===== src/rtl/urx_pkg.sv =====
package urx_pkg;
  typedef enum logic [2:0] {S_IDLE, S_START, S_DATA, S_PAR, S_STOP, S_STOP2} rx_state_e;

  localparam int FL_READY = 0;
  localparam int FL_FULL  = 1;
  localparam int FL_BRK   = 2;
  localparam int FL_ERR   = 3;
  localparam int NFLAGS   = 4;

  // bits per frame including start, parity and stop bits
  function automatic int unsigned frame_bits(input int unsigned dw, input logic par_en,
                                             input logic two_stop);
    return 1 + dw + (par_en ? 1 : 0) + (two_stop ? 2 : 1);
  endfunction

  // idle timeout: one and a half frames of 16 ticks per bit
  function automatic int unsigned timeout_ticks(input int unsigned dw, input logic par_en,
                                                input logic two_stop);
    return frame_bits(dw, par_en, two_stop) * 24;
  endfunction

  function automatic logic parity_bad(input logic data_xor, input logic par_bit, input logic odd);
    return (data_xor ^ par_bit) != odd;
  endfunction
endpackage


===== src/rtl/urx_frame.sv =====
module urx_frame import urx_pkg::*; #(
  parameter int DATA_W = 8
) (
  input  logic              clk,
  input  logic              rst_n,
  input  logic              tick,
  input  logic              rxd,
  input  logic              par_en,
  input  logic              par_odd,
  input  logic              two_stop,
  input  logic              halt,
  output logic              ev_done,
  output logic [DATA_W-1:0] ev_data,
  output logic              ev_fer,
  output logic              ev_per,
  output logic              ev_brk
);
  localparam int BI_W = (DATA_W > 1) ? $clog2(DATA_W) : 1;
  localparam logic [BI_W-1:0] LAST = BI_W'(DATA_W - 1);

  rx_state_e         state;
  logic [1:0]        sync;
  logic              rx_s, prev, allz, parbit;
  logic [3:0]        tcnt;
  logic [BI_W-1:0]   bidx;
  logic [DATA_W-1:0] sreg;
  logic              centre;

  assign rx_s   = sync[1];
  assign centre = (tcnt == 4'd15);

  always_ff @(posedge clk or negedge rst_n) begin
    if (!rst_n) begin
      sync    <= 2'b11;
      state   <= S_IDLE;
      prev    <= 1'b1;
      tcnt    <= '0;
      bidx    <= '0;
      sreg    <= '0;
      allz    <= 1'b0;
      parbit  <= 1'b0;
      ev_done <= 1'b0;
      ev_data <= '0;
      ev_fer  <= 1'b0;
      ev_per  <= 1'b0;
      ev_brk  <= 1'b0;
    end else begin
      sync    <= {sync[0], rxd};
      ev_done <= 1'b0;
      if (tick) begin
        prev <= rx_s;
        tcnt <= tcnt + 4'd1;
        case (state)
          S_IDLE: if (!halt && prev && !rx_s) begin
            state <= S_START;
            tcnt  <= '0;
          end
          S_START: if (tcnt == 4'd7) begin
            tcnt <= '0;
            bidx <= '0;
            allz <= 1'b1;
            state <= rx_s ? S_IDLE : S_DATA;
          end
          S_DATA: if (centre) begin
            sreg <= {rx_s, sreg[DATA_W-1:1]};
            allz <= allz & ~rx_s;
            if (bidx == LAST) state <= par_en ? S_PAR : S_STOP;
            else bidx <= bidx + 1'b1;
          end
          S_PAR: if (centre) begin
            parbit <= rx_s;
            allz   <= allz & ~rx_s;
            state  <= S_STOP;
          end
          S_STOP: if (centre) begin
            ev_done <= 1'b1;
            ev_data <= sreg;
            ev_fer  <= ~rx_s;
            ev_brk  <= allz & ~rx_s;
            ev_per  <= par_en & parity_bad(^sreg, parbit, par_odd);
            state   <= two_stop ? S_STOP2 : S_IDLE;
          end
          S_STOP2: if (centre) state <= S_IDLE;
          default: state <= S_IDLE;
        endcase
      end
    end
  end
endmodule


===== src/rtl/urx_fifo.sv =====
module urx_fifo #(
  parameter int W     = 8,
  parameter int DEPTH = 16
) (
  input  logic                       clk,
  input  logic                       rst_n,
  input  logic                       wr,
  input  logic [W-1:0]               wdata,
  input  logic                       rd,
  output logic [W-1:0]               rdata,
  output logic [$clog2(DEPTH+1)-1:0] count,
  output logic                       full,
  output logic                       empty
);
  localparam int AW = (DEPTH > 1) ? $clog2(DEPTH) : 1;
  localparam int CW = $clog2(DEPTH + 1);
  localparam logic [AW-1:0] TOP = AW'(DEPTH - 1);

  logic [W-1:0]  mem [DEPTH];
  logic [AW-1:0] wptr, rptr;

  function automatic logic [AW-1:0] bump(input logic [AW-1:0] p);
    return (p == TOP) ? '0 : p + 1'b1;
  endfunction

  assign full  = (count == CW'(DEPTH));
  assign empty = (count == '0);
  assign rdata = mem[rptr];

  always_ff @(posedge clk) begin
    if (wr) mem[wptr] <= wdata;
  end

  always_ff @(posedge clk or negedge rst_n) begin
    if (!rst_n) begin
      wptr  <= '0;
      rptr  <= '0;
      count <= '0;
    end else begin
      if (wr) wptr <= bump(wptr);
      if (rd) rptr <= bump(rptr);
      case ({wr, rd})
        2'b10:   count <= count + 1'b1;
        2'b01:   count <= count - 1'b1;
        default: count <= count;
      endcase
    end
  end
endmodule


===== src/rtl/uart_rx_fifo.sv =====
module uart_rx_fifo import urx_pkg::*; #(
  parameter int DATA_W = 8,
  parameter int DEPTH  = 16
) (
  input  logic                       clk,
  input  logic                       rst_n,
  input  logic                       tick16,
  input  logic                       rxd,
  input  logic                       cfg_par_en,
  input  logic                       cfg_par_odd,
  input  logic                       cfg_two_stop,
  input  logic [$clog2(DEPTH+1)-1:0] cfg_trig,
  input  logic                       rie,
  input  logic                       rd_en,
  output logic [DATA_W-1:0]          rd_data,
  output logic [$clog2(DEPTH+1)-1:0] rx_count,
  input  logic                       stat_rd,
  input  logic                       stat_wr,
  input  logic [NFLAGS-1:0]          stat_wdata,
  output logic [NFLAGS-1:0]          stat_flags,
  output logic                       irq_rx,
  output logic                       irq_err,
  output logic                       irq_brk
);
  localparam int CNT_W = $clog2(DEPTH + 1);
  localparam int TO_W  = $clog2(24 * (DATA_W + 4) + 1);

  logic              ev_done, ev_fer, ev_per, ev_brk;
  logic [DATA_W-1:0] ev_data;
  logic              fifo_wr, fifo_pop, fifo_full, fifo_empty, overrun;
  logic [NFLAGS-1:0] flags, armed, set_v, clr_v;
  logic [TO_W-1:0]   to_cnt, to_lim;
  logic              to_run, to_fire;

  urx_frame #(.DATA_W(DATA_W)) u_frame (
    .clk(clk), .rst_n(rst_n), .tick(tick16), .rxd(rxd),
    .par_en(cfg_par_en), .par_odd(cfg_par_odd), .two_stop(cfg_two_stop),
    .halt(flags[FL_ERR] | flags[FL_BRK]),
    .ev_done(ev_done), .ev_data(ev_data), .ev_fer(ev_fer), .ev_per(ev_per), .ev_brk(ev_brk)
  );

  // a character is kept only if the stop bit is good, there is room and no break is pending
  assign fifo_wr  = ev_done & ~ev_fer & ~fifo_full & ~flags[FL_BRK];
  assign overrun  = ev_done & ~ev_fer & fifo_full;
  assign fifo_pop = rd_en & ~fifo_empty;

  urx_fifo #(.W(DATA_W), .DEPTH(DEPTH)) u_fifo (
    .clk(clk), .rst_n(rst_n), .wr(fifo_wr), .wdata(ev_data), .rd(fifo_pop),
    .rdata(rd_data), .count(rx_count), .full(fifo_full), .empty(fifo_empty)
  );

  // idle timeout for a partly filled queue
  assign to_lim  = TO_W'(timeout_ticks(DATA_W, cfg_par_en, cfg_two_stop));
  assign to_run  = (rx_count != '0) && (rx_count < cfg_trig);
  assign to_fire = to_run & ~fifo_wr & ~fifo_pop & tick16 & (to_cnt == to_lim - 1'b1);

  always_ff @(posedge clk or negedge rst_n) begin
    if (!rst_n) to_cnt <= '0;
    else if (!to_run || fifo_wr || fifo_pop) to_cnt <= '0;
    else if (tick16 && to_cnt != to_lim) to_cnt <= to_cnt + 1'b1;
  end

  always_comb begin
    set_v           = '0;
    set_v[FL_READY] = to_fire;
    set_v[FL_FULL]  = (rx_count >= cfg_trig);
    set_v[FL_BRK]   = ev_done & ev_brk;
    set_v[FL_ERR]   = (ev_done & (ev_fer | ev_per)) | overrun;
    clr_v           = stat_wr ? (armed & ~stat_wdata) : '0;
  end

  always_ff @(posedge clk or negedge rst_n) begin
    if (!rst_n) begin
      flags <= '0;
      armed <= '0;
    end else begin
      flags <= (flags & ~clr_v) | set_v;
      armed <= stat_rd ? flags : (armed & ~clr_v);
    end
  end

  assign stat_flags = flags;
  assign irq_rx     = rie & (flags[FL_FULL] | flags[FL_READY]);
  assign irq_err    = rie & flags[FL_ERR];
  assign irq_brk    = rie & flags[FL_BRK];
endmodule


===== config.mk =====
export PLATFORM = sky130hd
export DESIGN_NAME = uart_rx_fifo
export DESIGN_NICKNAME = d
export VERILOG_FILES = /design/src/rtl/urx_pkg.sv /design/src/rtl/urx_frame.sv /design/src/rtl/urx_fifo.sv /design/src/rtl/uart_rx_fifo.sv
export SDC_FILE = /design/constraint.sdc
export NUM_CORES = 1
export LEC_CHECK = 0
export ABC_AREA = 1
export CORE_MARGIN = 8
export CORE_UTILIZATION = 63
export DETAILED_ROUTE_END_ITERATION = 10
export DONT_BUFFER_PORTS = 1
export PLACE_DENSITY = 0.79
export SYNTH_ARGS = -nofsm -noshare
export SYNTH_HDL_FRONTEND = slang
export SYNTH_SLANG_ARGS = --single-unit
export TNS_END_PERCENT = 100

===== constraint.sdc =====
create_clock -name clk -period 2.5 [get_ports clk]
set_clock_uncertainty 0.1 [all_clocks]
set_input_delay 0.5 -clock clk [delete_from_list [all_inputs] [get_ports clk]]
set_output_delay 0.5 -clock clk [all_outputs]
set_load 0.01 [all_outputs]

==> impl_metrics.csv <==
group,metric,value,unit
placement,place_area,9140,um2
setup_path,cp.arrival,1.86,ns
route,drtPass1Iterations,6,
final_layout,syn_to_final_growth,14.4,%
final_layout,nNetsFinal,941,
power,p_leak,0.00417,uW
die,die_w,134,um
die,fp.dieArea,18000,um2
worst_hold_path,min_path_type,"primary input to flop",
final_layout,drive_above_1_share,13.6,%
grt,grt_pass1_wl,32800,um
route,vias,6536,
logic_synthesis,synth_most_common_cell,"nand2_1",
setup_path,crit_start,"u_fifo.rptr[0]$_DFFE_PN0P_",
sta,tightest_slew,0.712,ns
route,viasPerCell,5.99,
logic_synthesis,synth_nets,909,
placement,place_congestion,0.875,
die,row_count,43,
logic_synthesis,async_flop_share,33.7,%
sta,min_period_over_period,98.4,%
logic_synthesis,synth_top_area_cell,"edfxtp_1",
power,total_power,10100,uW
setup_path,reg2regPathDepth,15,
setup_path,slowest_delay,0.47,ns
logic_synthesis,synth_ff_type,"edfxtp_1",
logic_synthesis,synth_seq_cells,193,
grt,grt_pass1_vias,6464,
sta,slew_viol_final,0,
clock_tree,clock_sinks,193,
clock_tree,cts_made_buffers,17,
logic_synthesis,synth_top_area_share,43.6,%
clock_tree,clk_pin_slew,0.06,ns
worst_hold_path,holdCritStartpoint,"tick16",
die,fp.dieH,134,um
die,initial_core_util,64.0,%
clock_tree,clk_path_buf_depth,2,
power,cellPowerDensity,997,nW/um2
setup_path,r2r_start,"u_fifo.count[1]$_DFFE_PN0P_",
grt,grt_start_max_net_pins,66,
sta,rsz0062_at_grt,"yes",
logic_synthesis,syn_inst,867,
sta,finalCriticalPeriod,2.46,ns
placement,port_buffers,0,
die,core_area,13800,um2
final_layout,diodes,0,
flow_run,maxCapViolCount,0,
logic_synthesis,synth_edf_count,128,
clock_tree,cts_tree,"built",
logic_synthesis,yosysUniqueCellTypes,40,
setup_path,reg2reg_slack,0.19,ns
setup_path,crit_end,"rd_data[0]",
sta,setup_violations,0,
clock_tree,clk-insertion-delay-late,0.43,ns
power,max-vdd-ir-drop,0.503,mV
sta,clock.fmax,406,MHz
route,drc,0,
setup_path,path_cells,"buf_12 -> clkbuf_16 -> o21ai_1 -> o22ai_2 -> o21ai_2 -> nand2_1",
run_status,status,"complete, no violations",
route,drt_iter0_drc,709,
setup_path,critPathSlowestCell,"dfrtp_2",
sta,slew_headroom,52.5,%
logic_synthesis,seq_area_frac_synth,62.1,%
setup_path,critPathRequiredTime,1.90,ns
die,io_pins,40,
logic_synthesis,synthTopCellsByArea,"edfxtp_1, dfrtp_1, nand2_1",
sta,setup_slack,0.0388,ns
logic_synthesis,yosys_warnings,0,
final_layout,final_cell_area,10100,um2
clock_tree,ctsRootBufferMaster,"clkbuf_16",
final_layout,num-fill-cells,957,
grt,track_usage,23.5,%
sta,finalHoldViolations,0,
grt,antenna_found_initial,0,
logic_synthesis,yosys-top-cells-count,"nand2_1, edfxtp_1, nor2_1, nand3_1",
grt,grt-ovfl-total,0,
route,avgRoutedWirePerCell,19.3,um
setup_path,critical_path.max_fanout,16,
route,wl,21100,um
setup_path,r2r-end,"u_fifo.count[4]$_DFFE_PN0P_",
setup_path,end_kind,"output port",
placement,pre_cts_ws,0.228,ns
route,ant_nets,0,
logic_synthesis,synth_area,8810,um2
setup_path,critical_path_class,"flop to output port",
final_layout,stdcell_count,1092,
setup_path,start_kind,"flop",
logic_synthesis,synth_area_per_cell,10.2,um2
placement,dpl.hpwl,12900,um
clock_tree,htreeDepth,4,
placement,dp.cells,1047,
[power by group]
group,internal [uW],switching [uW]
Clock,1410,1120
Sequential,3560,232
Combinational,1380,2350
Total,6360,3700
[placed cells by master (no fill, tap or decap), drive strengths merged, types with 3 or more instances in the layout]
cell type,count
buf,35
o22ai,15
a21oi,29
o211ai,7
nand2,207
nor3,7
nor2,85
clkbuf,29
edfxtp,128
nand4,13
dfstp,3
nand3,68
xnor2,7
o21ai,81
dfrtp,62
clkinv,7
xor2,16
ha,22
inv,77
[critical path: cells and delay by family, from the launching register on]
family / cells / cell delay, ns
compound gates: 3 / 0.50
flops: 1 / 0.47
buf+inv: 2 / 0.34
simple gates: 1 / 0.12
[metrics by stage]
stage	setup TNS (ns)	hold slack [ns]	utilization, %
floorplan	0	0.104	-
global placement	0	0.107	66.4
detailed placement	0	0.107	66.4
CTS	0	0.0409	71.6
global route	-0.162	0.0458	73.2
finish	0	0.0630	73.2
[cell type report]
cell class	count	area [um2]	area share, %
clock buffer	24	504	5.00
sequential	193	5480	54.3
multi-input combinational	567	2990	29.6
inverter	78	304	3.01
tap	180	225	2.23
clock inverter	8	48.8	0.484
timing repair buffer	42	541	5.36
[repair_timing]
item,in CTS,in global routing
setup endpoints to repair,8,8
hold endpoints to repair,66,0
hold buffers,3,0
buffers inserted,1,1
resized for setup,11,38
cloned,3,5
pin swaps,4,13
[sequential cells by signal (all words and copies together) (netlist names), 2 cells and up]
signal,count
u_fifo.mem,128
u_frame.tcnt,4
u_fifo.count,5
u_fifo.rptr,4
u_frame.sreg,8
u_frame.ev_data,8
u_fifo.wptr,4
u_frame.sync,2
u_frame.bidx,3
u_frame.state,3
armed,4
to_cnt,9
stat_flags,4
[metal layers]
metal  track usage (%)  vias to the layer above  share of wire (%)
li1                  -                     3012                  -
met1              26.8                     3145                 36
met2              40.3                      313                 52
met3              5.31                       66                7.8
met4              12.5                        0                4.2
met5                 0                        -                  0
[worst min path at each step]
stage / end / slack, ns / depth (start not counted)
2_1_floorplan: armed[0]$_DFF_PN0_ / 0.10 / 0
3_3_place_gp: u_frame.state[0]$_DFFE_PN0P_ / 0.11 / 0
3_5_place_dp: u_frame.state[2]$_DFFE_PN0P_ / 0.11 / 0
4_1_cts: u_frame.tcnt[2]$_DFFE_PN0P_ / 0.04 / 1
5_1_grt: u_frame.tcnt[2]$_DFFE_PN0P_ / 0.05 / 1
6_report: u_frame.tcnt[2]$_DFFE_PN0P_ / 0.06 / 1
[cell families (layout without fill, tap and decap cells)]
kind of cell    Yosys count  count (layout)  synth area share [%]
simple gates            382             382                  18.9
buf+inv                 107             152                  4.95
xor+xnor                 23              23                  2.29
flops                   193             193                  62.1
fa+ha+maj                22              22                  3.12
compound gates          140             140                  8.60
Note: power is estimated with default switching activity, not from simulation.
